==> config.mk <==
export PLATFORM = sky130hd
export DESIGN_NAME = i2c_frame_reader
export DESIGN_NICKNAME = d
export VERILOG_FILES = /design/src/rtl/i2c_frame_pkg.sv /design/src/rtl/i2c_line_sync.sv /design/src/rtl/frame_crc8.sv /design/src/rtl/i2c_frame_reader.sv
export SDC_FILE = /design/constraint.sdc
export NUM_CORES = 1
export LEC_CHECK = 0
export ABC_AREA = 1
export BUFFER_PORTS_ARGS = -buffer_cell sky130_fd_sc_hd__buf_2
export CELL_PAD_IN_SITES_DETAIL_PLACEMENT = 0
export CELL_PAD_IN_SITES_GLOBAL_PLACEMENT = 2
export CORE_MARGIN = 1.5
export CORE_UTILIZATION = 25
export DETAILED_ROUTE_END_ITERATION = 8
export PLACE_DENSITY_LB_ADDON = 0.1
export REMOVE_ABC_BUFFERS = 1
export SKIP_LAST_GASP = 1
export SLEW_MARGIN = 10
export SYNTH_ARGS = -nofsm -noshare
export SYNTH_HDL_FRONTEND = slang
export SYNTH_SLANG_ARGS = --single-unit
==> constraint.sdc <==
create_clock -name clk -period 5.51 [get_ports clk]
set_clock_uncertainty 0.2 [all_clocks]
set_input_delay 0 -clock clk [delete_from_list [all_inputs] [get_ports clk]]
set_output_delay 0 -clock clk [all_outputs]
set_load 0.01 [all_outputs]
==> src/rtl/i2c_frame_pkg.sv <==
package i2c_frame_pkg;

    localparam int CW_W    = 24;
    localparam int ADDR_W  = 20;
    localparam int DATA_W  = 32;
    localparam int CNT_W   = 4;

    typedef enum logic [2:0] {
        ST_IDLE,
        ST_RX,
        ST_ACK,
        ST_TX,
        ST_RACK
    } fr_state_e;

    typedef enum logic [1:0] {
        PH_ID,
        PH_C0,
        PH_C1,
        PH_C2
    } fr_phase_e;

    typedef enum logic [1:0] {
        AK_MORE_CTRL,
        AK_CTRL_DONE,
        AK_START_TX
    } fr_ackgo_e;

    // Data bytes for each length code; the reserved code behaves as 4 bytes.
    function automatic logic [CNT_W-1:0] data_bytes(input logic [1:0] code);
        case (code)
            2'b00:   return CNT_W'(2);
            2'b10:   return CNT_W'(8);
            default: return CNT_W'(4);
        endcase
    endfunction

endpackage

==> src/rtl/i2c_line_sync.sv <==
module i2c_line_sync #(
    parameter int STAGES = 2
) (
    input  logic clk,
    input  logic rst_n,
    input  logic scl_i,
    input  logic sda_i,
    output logic sda_lvl,
    output logic scl_rise,
    output logic scl_fall,
    output logic start_det,
    output logic stop_det
);
    logic [STAGES-1:0] scl_sh_q, sda_sh_q;
    logic              scl_prev_q, sda_prev_q;
    logic              scl_now, sda_now;

    generate
        if (STAGES == 1) begin : g_one
            always_ff @(posedge clk or negedge rst_n) begin
                if (!rst_n) begin
                    scl_sh_q <= '1;
                    sda_sh_q <= '1;
                end else begin
                    scl_sh_q <= scl_i;
                    sda_sh_q <= sda_i;
                end
            end
        end else begin : g_many
            always_ff @(posedge clk or negedge rst_n) begin
                if (!rst_n) begin
                    scl_sh_q <= '1;
                    sda_sh_q <= '1;
                end else begin
                    scl_sh_q <= {scl_sh_q[STAGES-2:0], scl_i};
                    sda_sh_q <= {sda_sh_q[STAGES-2:0], sda_i};
                end
            end
        end
    endgenerate

    assign scl_now = scl_sh_q[STAGES-1];
    assign sda_now = sda_sh_q[STAGES-1];

    always_ff @(posedge clk or negedge rst_n) begin
        if (!rst_n) begin
            scl_prev_q <= 1'b1;
            sda_prev_q <= 1'b1;
        end else begin
            scl_prev_q <= scl_now;
            sda_prev_q <= sda_now;
        end
    end

    assign sda_lvl   = sda_now;
    assign scl_rise  = scl_now & ~scl_prev_q;
    assign scl_fall  = ~scl_now & scl_prev_q;
    assign start_det = scl_now & scl_prev_q & sda_prev_q & ~sda_now;
    assign stop_det  = scl_now & scl_prev_q & ~sda_prev_q & sda_now;

endmodule

==> src/rtl/frame_crc8.sv <==
module frame_crc8 #(
    parameter logic [7:0] POLY = 8'h07
) (
    input  logic [7:0] crc_in,
    input  logic [7:0] byte_in,
    output logic [7:0] crc_out
);
    always_comb begin
        logic [7:0] c;
        c = crc_in;
        for (int i = 7; i >= 0; i--) begin
            if (c[7] ^ byte_in[i]) c = {c[6:0], 1'b0} ^ POLY;
            else                   c = {c[6:0], 1'b0};
        end
        crc_out = c;
    end
endmodule

==> src/rtl/i2c_frame_reader.sv <==
module i2c_frame_reader
    import i2c_frame_pkg::*;
#(
    parameter logic [6:0] TARGET_ID   = 7'h45,
    parameter int         SYNC_STAGES = 2
) (
    input  logic              clk,
    input  logic              rst_n,
    input  logic              scl_i,
    input  logic              sda_i,
    output logic              sda_o,
    output logic              sda_oe,
    output logic              reg_rd_en,
    output logic [ADDR_W-1:0] reg_rd_addr,
    input  logic [DATA_W-1:0] reg_rd_data
);
    localparam logic [7:0] ID_WR = {TARGET_ID, 1'b0};
    localparam logic [7:0] ID_RD = {TARGET_ID, 1'b1};

    typedef struct packed {
        fr_state_e          state;
        fr_phase_e          phase;
        fr_ackgo_e          ackgo;
        logic [CNT_W-1:0]   bitcnt;
        logic [7:0]         shreg;
        logic [CW_W-1:0]    ctrl;
        logic               ctrl_ok;
        logic [7:0]         crc;
        logic [CNT_W-1:0]   bidx;
        logic               tx_crc;
        logic               ack;
        logic [DATA_W-1:0]  word;
        logic               rd_en;
        logic               rd_pend;
        logic [ADDR_W-1:0]  rd_addr;
    } regs_t;

    regs_t cur_q, nxt_d;

    logic sda_lvl, scl_rise, scl_fall, start_det, stop_det;

    i2c_line_sync #(.STAGES(SYNC_STAGES)) u_sync (
        .clk       (clk),
        .rst_n     (rst_n),
        .scl_i     (scl_i),
        .sda_i     (sda_i),
        .sda_lvl   (sda_lvl),
        .scl_rise  (scl_rise),
        .scl_fall  (scl_fall),
        .start_det (start_det),
        .stop_det  (stop_det)
    );

    // CRC operand selection: received byte in RX, next outgoing data byte otherwise.
    logic [CNT_W-1:0] load_idx_d;
    logic [7:0]       word_byte_d;
    logic [7:0]       crc_in_d, crc_byte_d, crc_out_d;
    logic [CNT_W-1:0] total_d;

    always_comb begin
        load_idx_d  = (cur_q.state == ST_ACK) ? '0 : cur_q.bidx + CNT_W'(1);
        word_byte_d = 8'(cur_q.word >> {load_idx_d[1:0], 3'b000});
        total_d     = data_bytes(cur_q.ctrl[21:20]);
        if (cur_q.state == ST_RX) begin
            crc_byte_d = cur_q.shreg;
            crc_in_d   = (cur_q.phase == PH_ID && !cur_q.shreg[0]) ? 8'hFF : cur_q.crc;
        end else begin
            crc_byte_d = word_byte_d;
            crc_in_d   = cur_q.crc;
        end
    end

    frame_crc8 #(.POLY(8'h07)) u_crc (
        .crc_in  (crc_in_d),
        .byte_in (crc_byte_d),
        .crc_out (crc_out_d)
    );

    always_comb begin
        nxt_d         = cur_q;
        nxt_d.rd_en   = 1'b0;
        nxt_d.rd_pend = cur_q.rd_en;
        if (cur_q.rd_pend) nxt_d.word = reg_rd_data;

        if (start_det) begin
            nxt_d.state  = ST_RX;
            nxt_d.phase  = PH_ID;
            nxt_d.bitcnt = '0;
        end else if (stop_det) begin
            nxt_d.state = ST_IDLE;
        end else begin
            unique case (cur_q.state)
                ST_RX: begin
                    if (scl_rise && cur_q.bitcnt < CNT_W'(8)) begin
                        nxt_d.shreg  = {cur_q.shreg[6:0], sda_lvl};
                        nxt_d.bitcnt = cur_q.bitcnt + CNT_W'(1);
                    end else if (scl_fall && cur_q.bitcnt == CNT_W'(8)) begin
                        unique case (cur_q.phase)
                            PH_ID: begin
                                if (cur_q.shreg == ID_WR) begin
                                    nxt_d.ctrl_ok = 1'b0;
                                    nxt_d.crc     = crc_out_d;
                                    nxt_d.state   = ST_ACK;
                                    nxt_d.ackgo   = AK_MORE_CTRL;
                                    nxt_d.phase   = PH_C0;
                                end else if (cur_q.shreg == ID_RD && cur_q.ctrl_ok
                                             && cur_q.ctrl[23]) begin
                                    nxt_d.ctrl_ok = 1'b0;
                                    nxt_d.crc     = crc_out_d;
                                    nxt_d.state   = ST_ACK;
                                    nxt_d.ackgo   = AK_START_TX;
                                    nxt_d.rd_en   = 1'b1;
                                    nxt_d.rd_addr = cur_q.ctrl[ADDR_W-1:0];
                                end else begin
                                    nxt_d.state = ST_IDLE;
                                end
                            end
                            PH_C0, PH_C1: begin
                                nxt_d.ctrl  = {cur_q.ctrl[15:0], cur_q.shreg};
                                nxt_d.crc   = crc_out_d;
                                nxt_d.state = ST_ACK;
                                nxt_d.ackgo = AK_MORE_CTRL;
                                nxt_d.phase = (cur_q.phase == PH_C0) ? PH_C1 : PH_C2;
                            end
                            default: begin
                                nxt_d.ctrl    = {cur_q.ctrl[15:0], cur_q.shreg};
                                nxt_d.ctrl_ok = 1'b1;
                                nxt_d.crc     = crc_out_d;
                                nxt_d.state   = ST_ACK;
                                nxt_d.ackgo   = AK_CTRL_DONE;
                            end
                        endcase
                    end
                end
                ST_ACK: begin
                    if (scl_fall) begin
                        unique case (cur_q.ackgo)
                            AK_MORE_CTRL: begin
                                nxt_d.state  = ST_RX;
                                nxt_d.bitcnt = '0;
                            end
                            AK_START_TX: begin
                                nxt_d.state  = ST_TX;
                                nxt_d.shreg  = word_byte_d;
                                nxt_d.crc    = crc_out_d;
                                nxt_d.bidx   = '0;
                                nxt_d.tx_crc = 1'b0;
                                nxt_d.bitcnt = '0;
                            end
                            default: nxt_d.state = ST_IDLE;
                        endcase
                    end
                end
                ST_TX: begin
                    if (scl_fall) begin
                        if (cur_q.bitcnt == CNT_W'(7)) begin
                            nxt_d.state = ST_RACK;
                            nxt_d.ack   = 1'b0;
                        end else begin
                            nxt_d.shreg  = {cur_q.shreg[6:0], 1'b1};
                            nxt_d.bitcnt = cur_q.bitcnt + CNT_W'(1);
                        end
                    end
                end
                ST_RACK: begin
                    if (scl_rise) begin
                        nxt_d.ack = ~sda_lvl;
                    end else if (scl_fall) begin
                        nxt_d.bitcnt = '0;
                        if (!cur_q.ack || cur_q.tx_crc) begin
                            nxt_d.state = ST_IDLE;
                        end else if (load_idx_d < total_d) begin
                            nxt_d.state = ST_TX;
                            nxt_d.shreg = word_byte_d;
                            nxt_d.crc   = crc_out_d;
                            nxt_d.bidx  = load_idx_d;
                            if (load_idx_d == CNT_W'(3) && cur_q.ctrl[21:20] == 2'b10) begin
                                nxt_d.rd_en   = 1'b1;
                                nxt_d.rd_addr = cur_q.ctrl[ADDR_W-1:0] + ADDR_W'(2);
                            end
                        end else if (cur_q.ctrl[22]) begin
                            nxt_d.state  = ST_TX;
                            nxt_d.shreg  = cur_q.crc;
                            nxt_d.tx_crc = 1'b1;
                        end else begin
                            nxt_d.state = ST_IDLE;
                        end
                    end
                end
                default: ;
            endcase
        end
    end

    always_ff @(posedge clk or negedge rst_n) begin
        if (!rst_n) begin
            cur_q         <= '0;
            cur_q.state   <= ST_IDLE;
            cur_q.phase   <= PH_ID;
            cur_q.ackgo   <= AK_MORE_CTRL;
            cur_q.shreg   <= 8'hFF;
            cur_q.crc     <= 8'hFF;
        end else begin
            cur_q <= nxt_d;
        end
    end

    fr_state_e state_q;
    assign state_q     = cur_q.state;
    assign sda_o       = 1'b0;
    assign sda_oe      = (cur_q.state == ST_ACK) || (cur_q.state == ST_TX && !cur_q.shreg[7]);
    assign reg_rd_en   = cur_q.rd_en;
    assign reg_rd_addr = cur_q.rd_addr;

endmodule

Word-level counts from Yosys, hierarchy flattened
Cells that the tools add are included.

Input bits: 36. Register bits: 118. Logic and storage cells: 245.

Reductions and logical operators: 39. Bitwise gates (word level): 32. Shift-type cells: 1. Muxes and demuxes: 97. Equality and inequality tests: 52. $lt $le $gt $ge: 2. Add/subtract/negate cells: 3.

Operators by type and width (number): 20-bit 2-to-1 mux (10); 12-bit 2-to-1 mux (7); 33-bit 2-to-1 mux (2); 13-bit 2-to-1 mux (5); 8-bit 2-to-1 mux (8); 55-bit 2-to-1 mux (1); 3-bit 2-to-1 mux (16); 12-bit one-hot mux with 4 select lines (1); 20-bit one-hot mux with 2 select lines (1); 2-bit inequality test, second input constant (16); 32-bit by 5-bit >> shifter with 8-bit output (1); 25-bit 2-to-1 mux (1); 24-bit 2-to-1 mux (1); 4-bit inequality test, second input constant (6); 3-bit inverter (8); 8-bit one-hot mux with 3 select lines (1); 12-bit AND reduction (2); 6-bit AND reduction (4); 3-bit inequality test, second input constant (7); 20-bit by 2-bit adder with 20-bit output, second input constant (1); 1-bit 2-to-1 mux (18); 9-bit 2-to-1 mux (2); 9-bit AND reduction (2); 8-bit equality test, second input constant (2); 42 further kinds (103).

Longest topological paths before layout
Gate-level depths: netlist (run 1).

Depth in word-level cells: 28. Gate-level depth with buffers: 17. Gate-level depth less buffers: 16.

By module
From an unflattened synthesis (run 1), not the netlist that was laid out.

Cell total of the unflattened synthesis: 925. Area, all modules: 6901.6 um2.

By module, submodules not included: i2c_frame_reader (cells an instance 851, times used 1, area each 6412.4 um2, seq. area each 2822.7 um2); frame_crc8 (cells an instance 57, times used 1, area each 290.3 um2, seq. area each 0.0 um2); i2c_line_sync (cells an instance 17, times used 1, area each 198.9 um2, seq. area each 157.7 um2).

Least setup slack after synthesis (run 1)
Ideal clock, no wire load.

Kind: reg2reg. From: register cur_q (netlist bit state_q[2]). To: register cur_q[99] in the netlist's numbering. Clock period less this slack: 2.536 ns. Path slack: 2.974 ns. Library setup time: 0.086 ns. Path buffers: 1. Arrival: 2.250 ns. Cell stages (with the launch flop): 17. Cell sequence: dfrtp_1 > inv_2 > nand3_4 > inv_2 > nor2_1 > nand2_1 > inv_1 > ha_1 > inv_1 > o211ai_1 > inv_1 > or2_1 > o21ai_2 > inv_1 > buf_2 > o21ai_0 > o21ai_0.

Cells in the longest elaborated chain, start to end: 8. Elaborated cells between the ends (all ways): 25. Classes of those cells: order compare: 1; eq/ne: 13; shift: 1; mux: 8; reduce/logical: 2.

Ends and longest elaborated chain: from (decl) (RTL line i2c_frame_reader.sv:38) `regs_t cur_q, nxt_d;`; from (signal assigned) (RTL line i2c_frame_reader.sv:204) `cur_q <= nxt_d;`; 3-bit by 2-bit equality test with 1-bit output (RTL line i2c_frame_reader.sv:61, i2c_frame_reader.sv:92); 4-bit 2-to-1 mux (RTL line i2c_frame_reader.sv:61) `load_idx_d = (cur_q.state == ST_ACK) ? '0 : cur_q.bidx + CNT_W'(1);`; 32-bit by 5-bit >> shifter with 8-bit output or 4-bit < comparator (tied branches) (RTL line i2c_frame_reader.sv:62, i2c_frame_reader.sv:172); 8-bit 2-to-1 mux (RTL line i2c_frame_reader.sv:172) `end else if (load_idx_d < total_d) begin`; 8-bit 2-to-1 mux (RTL line i2c_frame_reader.sv:170) `if (!cur_q.ack || cur_q.tx_crc) begin`; 12-bit 2-to-1 mux (RTL line i2c_frame_reader.sv:168) `end else if (scl_fall) begin`; 12-bit 2-to-1 mux (RTL line i2c_frame_reader.sv:166) `if (scl_rise) begin`; 12-bit one-hot mux with 4 select lines (RTL line i2c_frame_reader.sv:92) `unique case (cur_q.state)`.

Several ways; a longest one is shown, not always the timed one. The select of a mux whose other input is x is not followed. A chain may end at the register's enable or synchronous reset.

Worst setup path after layout (run 1)
From: register cur_q (netlist bit state_q[0]). To: register cur_q (netlist bit reg_rd_addr[13]).

Cells in the longest elaborated chain, start to end: 6. Elaborated cells between the ends (all ways): 20. Classes of those cells: order compare: 1; eq/ne: 14; mux: 2; reduce/logical: 3.

Ends and longest elaborated chain: parallel branches: the longest is 6 deep, another holds 4-bit < comparator.

Parallel ways; which one is timed is not known.

==> summary.txt, run 1 <==
Clock network
  – Cts repair resizes: 0
  – Clock Sinks: 118
  – Root Driver: clkbuf_16
  – Clock Latency Late Sink: 0.42 ns
  – Post-CTS Setup Repair Bufs: 0
  – CTS tree: yes
  – Clock buffer depth: 2
  – Htree depth: 4
  – Clk slew on worst S/H paths: 0.06 ns
  – Total CTS buffers: 17

Timing
  – Hold WS: 0.02808 ns
  – Min Tclk post-route: 3.174 ns
  – Rel. slew slack: 37.74%
  – Max-slew violations: 0
  – Final setup viols: 0
  – TNS Setup: 0 ns
  – Unrepaired setup endpoints after global routing: no
  – Period utilization: 57.61%
  – Endpoints failing hold: 0
  – Worst-margin pin slew: 0.9340 ns
  – Fmax: 315.0 MHz

Synthesis
  – Unique cell type count in the Yosys netlist: 43
  – Seq/Total Area, Yosys: 45.39%
  – Synthesized instance count: 842
  – Mean Syn Cell Area: 7.798 µm²
  – Area leader, netlist: dfrtp_1
  – Main flop type after synthesis: dfrtp_1
  – Top-area cell type share of the netlist area: 36.59%
  – Synthesized area: 0.006566 mm²
  – Ys Warns: 0
  – Number of synthesized flops with an enable pin: 0
  – Seq cells post-synth: 118
  – Area contributors post-synth: dfrtp_1 37%, nand2_1 14%, dfstp_2 8.8%, nand3_1 6.0%, inv_1 5.7%
  – Ys async rst share: 100.0%

Worst setup path
  – Critical path's largest stage delay: 0.43 ns
  – Data arrival, critical path: 3.29 ns
  – Slowest-stage cell, CP: dfrtp_1
  – Cell Chain, Critical Path: inv_2 > nand3_4 > inv_2 > nor2_1 > nand2_1 > inv_1 > ha_1 > inv_1 > o211ai_1 > nand2_1 > nand3_1 > nor3_1 > nand3_1 > buf_4 > nor2_1 > a21oi_1 > inv_1
  – CP bufs+invs: 6
  – Critical Path End Type: flip-flop
  – Critical path's top delay family: simple AND/OR/NAND/NOR gates
  – CP Data Required Time: 5.62 ns
  – CP dominant cell by count: inv_1
  – Crit Path Class: reg2reg
  – CP Max Fanout: 40
  – Critical Path Source Type: flip-flop

Status
  – Status: finished, final reports clean

Detailed routing
  – Routed vias: 5659
  – DRC errors left: 0
  – Final ANT Viol Nets: 0
  – WL final: 19.11 mm
  – Drt pass-1 iters: 5
  – Routed len/inst: 15.14 µm
  – DR iter-0 viols: 246
  – Via density per instance: 4.484

Layout
  – Sequential cell area: 0.002980 mm²
  – Post-Layout Cell Count: 1262
  – Fill cell count: 2782
  – Layout Area Growth over Synthesis: 21.44%
  – Footprint of the multi-input gates: 0.002923 mm²
  – Final core occ: 30.77%
  – Most frequent cells in the layout: 237 x nand2_1, 100 x inv_1, 96 x dfrtp_1
  – Leading cell type in the layout, fill and taps excluded: nand2_1
  – Total Nets Final: 958
  – Share of layout cells above drive strength 1: 15.87%

GRT
  – Global-route wire length before repair: 31.03 mm
  – Vias in the first global route: 5650
  – Initial antenna violation count: 0
  – Largest net degree at the start of global routing: 68
  – GRT Total Usage: 15.00%
  – GR Overflow Total: 0

Placed design
  – Routability cong.: 0.8320
  – Placed Cells: 1194
  – HPWL after DPL: 14.13 mm
  – IO buf count: 57

Hold path
  – Hold Path Class: in2reg

Floorplanning
  – Die ar.: 0.02725 mm²
  – IO Count: 59
  – Die Wd: 165.1 µm
  – Initial Util: 25.34%
  – Core footprint: 0.02591 mm²
  – Die H: 165.1 µm
  – Floorplan row count: 59

Power
  – Cell Pwr Density: 391.9 mW/mm²
  – Static Leakage: 0.003684 µW
  – Total power: 3125 µW
  – Max VDD drop: 0.1455 mV

Job
  – Max Cap Viol: 0
## per-layer routing
layer | up-vias | wire, µm | GRT usage [%]
met5 | - | 0 | 0
met4 | 0 | 287 | 4.382
met3 | 18 | 673 | 3.072
met2 | 124 | 8954 | 24.69
met1 | 2637 | 9191 | 19.79
li1 | 2880 | - | -
## what timing repair did
action / 4_1_cts / 5_1_grt
setup endpoints to repair: 0 / 0
hold buffers: 35 / 0
endpoints found under the hold margin: 84 / 0
## logic make-up after synthesis
kind of cell               after synthesis  synth area share, %
and+or+nand+nor                        393                25.88
buffers and inverters                  152                10.10
AOI/OAI and AO/OA                      134                11.62
DFF                                    118                45.39
xor gates and xnor gates                20                2.668
muxes                                   15                2.572
adders and majority gates                9                1.715
other                                    1              0.05711
## flip-flops by register name (all words and copies together) (netlist names)
register           cells
u_sync.sda_sh_q        2
state_q                3
u_sync.scl_sh_q        2
reg_rd_addr           20
cur_q                 88
reg_rd_en              1
u_sync.sda_prev_q      1
u_sync.scl_prev_q      1
## stage by stage
stage | setup WS [ns] | area, µm²
2_1_floorplan | 2.284 | 6309
3_3_place_gp | 2.455 | 7046
3_5_place_dp | 2.315 | 7046
4_1_cts | 2.303 | 7971
5_1_grt | 1.973 | 7971
6_report | 2.336 | 7974
## final cells by class
type / count / share of cell area, %
Clock buffer: 19 / 5.680
Inverter: 108 / 5.084
Antenna cell: 1 / 0.03138
Clock inverter: 13 / 1.538
Tap cell: 335 / 5.257
Sequential cell: 118 / 37.38
Multi-Input combinational cell: 572 / 36.65
Timing Repair Buffer: 96 / 8.379
## Yosys cell counts (all sizes together) (9+ instances only)
library cell and number:
nor2 37, o21ai 86, clkbuf 11, nand3 82, buf 33, ha 9
a21oi 16, nand2 238, mux2 15, xor2 18, inv 106, dfrtp 96
nor3 21, dfstp 22
## power breakdown
part,switching [µW],internal (µW)
Combinational,683,291
Clock,448,649
Sequential,67.2,987
Total,1200,1930
## worst paths after layout
check                              startpoint            endpoint  slack, ns  cells after the start
min                                     scl_i  u_sync.scl_sh_q[0]       0.03                      2
min in group asynchronous               rst_n           cur_q[91]       0.05                      2
min reg2reg                u_sync.sda_sh_q[0]  u_sync.sda_sh_q[1]       0.15                      0
max reg2reg                        state_q[0]     reg_rd_addr[13]       2.34                     17
max                                state_q[0]     reg_rd_addr[13]       2.34                     17
max in group asynchronous               rst_n           cur_q[43]       3.80                      3
## worst register-to-register path, stage by stage, from the launching register on
cell and delay [ns]:
dfrtp_1 0.43, inv_2 0.12, nand3_4 0.22, inv_2 0.19
nor2_1 0.06, nand2_1 0.09, inv_1 0.05, ha_1 0.29
inv_1 0.04, o211ai_1 0.22, nand2_1 0.26, nand3_1 0.14
nor3_1 0.05, nand3_1 0.07, buf_4 0.36, nor2_1 0.10
a21oi_1 0.12, inv_1 0.05
Note: power is estimated with default switching activity, not from simulation.
==> run 2: changes to the inputs <==
==> constraint.sdc (replaced) <==
create_clock -name clk -period 2.6 [get_ports clk]
set_clock_uncertainty 0.2 [all_clocks]
set_input_delay 0 -clock clk [delete_from_list [all_inputs] [get_ports clk]]
set_output_delay 0 -clock clk [all_outputs]
set_load 0.01 [all_outputs]
==> summary.txt, run 2 (synthesis gave the netlist of run 1 again) <==
Status
  – Status: finished with violations
  – Failing checks: negative hold slack

Timing
  – Min Tclk post-route: 2.583 ns (-0.5915 ns)
  – Max-slew violations: 0 (unchanged)
  – Worst-margin pin slew: 0.7553 ns (-0.1787 ns)
  – Unrepaired setup endpoints after global routing: yes
  – Final setup viols: 0 (unchanged)
  – Endpoints failing hold: 12 (+12)
  – Worst setup margin: 0.01721 ns (-2.318 ns)
  – Fmax: 387.2 MHz (+23%)
  – Period utilization: 99.34% (+42 points)
  – Rel. slew slack: 49.65% (+12 points)
  – Hold WS: -0.01216 ns (-0.04023 ns)

Layout
  – Antenna cells: 0 (-1)
  – Layout Area Growth over Synthesis: 33.42%
  – Largest register FFs: 88 (unchanged)
  – Post-route cell area: 0.008761 mm² (+9.9%)
  – Footprint of the multi-input gates: 0.003126 mm² (+6.9%)
  – Fill cell count: 2771 (-0.40%)
  – Most flops, register: cur_q
  – Share of layout cells above drive strength 1: 25.45% (+9.6 points)
  – Most frequent cells in the layout: 228 x nand2_1, 97 x inv_1, 96 x dfrtp_1
  – Leading cell type in the layout, fill and taps excluded: nand2_1
  – Sequential cell area: 0.002980 mm² (unchanged)
  – Total Nets Final: 1022 (+6.7%)

Floorplanning
  – Die Wd: 165.1 µm (unchanged)
  – IO Count: 59 (unchanged)
  – Core footprint: 0.02591 mm² (unchanged)
  – Die H: 165.1 µm (unchanged)
  – Floorplan row count: 59 (unchanged)
  – Initial Util: 25.34% (unchanged)
  – Die ar.: 0.02725 mm² (unchanged)

Power
  – Total power: 7238 µW (+130%)
  – Cell Pwr Density: 826.2 mW/mm² (+110%)
  – Max VDD drop: 0.3402 mV (+130%)
  – Static Leakage: 0.004061 µW (+10%)

Clock network
  – Clock Sinks: 118 (unchanged)
  – Htree depth: 4 (unchanged)
  – Clk slew on worst S/H paths: 0.06 ns (about the same)
  – Total CTS buffers: 17 (unchanged)
  – CTS tree: yes
  – Root Driver: clkbuf_16
  – Clock Latency Late Sink: 0.42 ns (about the same)
  – Clock buffer depth: 2 (unchanged)

GRT
  – GR Overflow Total: 0 (unchanged)
  – GRT Total Usage: 15.21% (+0.21 points)
  – Initial antenna violation count: 0 (unchanged)
  – Largest net degree at the start of global routing: 73 (+7.4%)
  – Global-route wire length before repair: 32.04 mm (+3.2%)
  – Vias in the first global route: 5930 (+5.0%)

Worst setup path
  – Critical Path Source Type: flip-flop
  – CP Max Fanout: 5 (-88%)
  – CP Data Required Time: 2.69 ns (-2.93 ns)
  – Crit Path Class: reg2reg
  – Data arrival, critical path: 2.68 ns (-0.61 ns)
  – Critical Path End Type: flip-flop

Job
  – Max Cap Viol: 0 (unchanged)

Placed design
  – Placed cell area: 0.007466 mm² (+6.0%)
  – Routability cong.: 0.8029 (-3.5%)
  – HPWL after DPL: 14.62 mm (+3.5%)
  – Setup Slack @ Placement: -0.01587 ns (-2.330 ns)
  – IO buf count: 57 (unchanged)

Detailed routing
  – Routed len/inst: 14.99 µm (-0.99%)
  – Drt pass-1 iters: 5 (unchanged)
  – Routed vias: 5932 (+4.8%)
  – DRC errors left: 0 (unchanged)
  – WL final: 19.86 mm (+4.0%)
  – Via density per instance: 4.477 (-0.16%)
  – DR iter-0 viols: 249 (+1.2%)
  – Final ANT Viol Nets: 0 (unchanged)

Hold path
  – Hold Path Class: in2async
-- run 2: stage by stage --
stage / hold slack, ns / setup TNS [ns] / utilization, % / instances
floorplan: -0.4956 / -11.01 / - / 798
global placement: -0.3450 / -0.03990 / 28.81 / 1245
detailed placement: -0.3456 / -0.04991 / 28.81 / 1245
CTS: 0.01710 / -0.009750 / 32.51 / 1314
global route: 0.008614 / -2.374 / 33.81 / 1325
finish: -0.01216 / 0 / 33.81 / 1325
-- run 2: final cells by class --
| type | instances | share of cell area, % |
|---|---|---|
| timing repair inverter | 1 | 0.08569 |
| clock buffer | 19 | 5.056 |
| clock inverter | 13 | 1.657 |
| inverter | 108 | 4.699 |
| sequential | 118 | 34.02 |
| timing repair buffer | 159 | 14.02 |
| tap | 335 | 4.784 |
| multi-input combinational | 572 | 35.68 |
-- run 2: per-layer routing --
metal / track usage [%] / wire [µm] / up-vias
met5: 0 / 0 / -
met4: 4.586 / 253 / 0
met3: 2.148 / 670 / 16
met2: 25.10 / 9608 / 115
met1: 20.56 / 9329 / 2800
li1: - / - / 3001
-- run 2: path summary, 6_finish.rpt --
path                       depth (start not counted)  slack (ns)            endpoint               start
setup / recovery                                  14        0.02     reg_rd_addr[10]           cur_q[57]
hold / removal                                     3       -0.01     reg_rd_addr[12]               rst_n
setup reg to reg                                  14        0.02     reg_rd_addr[10]           cur_q[57]
hold reg to reg                                    0        0.16  u_sync.sda_sh_q[1]  u_sync.sda_sh_q[0]
max in group asynchronous                          3        1.43          cur_q[106]               rst_n
min in group clk                                   2        0.04  u_sync.sda_sh_q[0]               sda_i
-- run 2: critical path: stages (launching register included) --
cell and delay, ns:
dfrtp_1 0.40, ha_2 0.21, xnor2_2 0.14, nor2_2 0.11, ha_1 0.25, nand3_2 0.06
o211ai_1 0.12, nand2_1 0.15, nand3_2 0.09, nor3_2 0.17, nand3_2 0.14, buf_6 0.17
clkbuf_16 0.16, nand2_2 0.04, o21ai_1 0.05
-- run 2: report_power, final --
| group | internal, µW | leakage [µW] | switching (µW) |
|---|---|---|---|
| Combinational | 1030 | 0.00231 | 1580 |
| Sequential | 2090 | 0.00147 | 145 |
| Clock | 1450 | 0.000281 | 937 |
| Total | 4570 | 0.00406 | 2660 |
-- run 2: what timing repair did --
| item | 4_1_cts | 5_1_grt |
|---|---|---|
| buffers inserted | 1 | 7 |
| gates resized for setup | 2 | 59 |
| endpoints found under the setup margin | 8 | 43 |
| endpoints found under the hold margin | 152 | 0 |
| pin swaps | 1 | 17 |
| cloned | 0 | 4 |
| hold buffers | 36 | 0 |
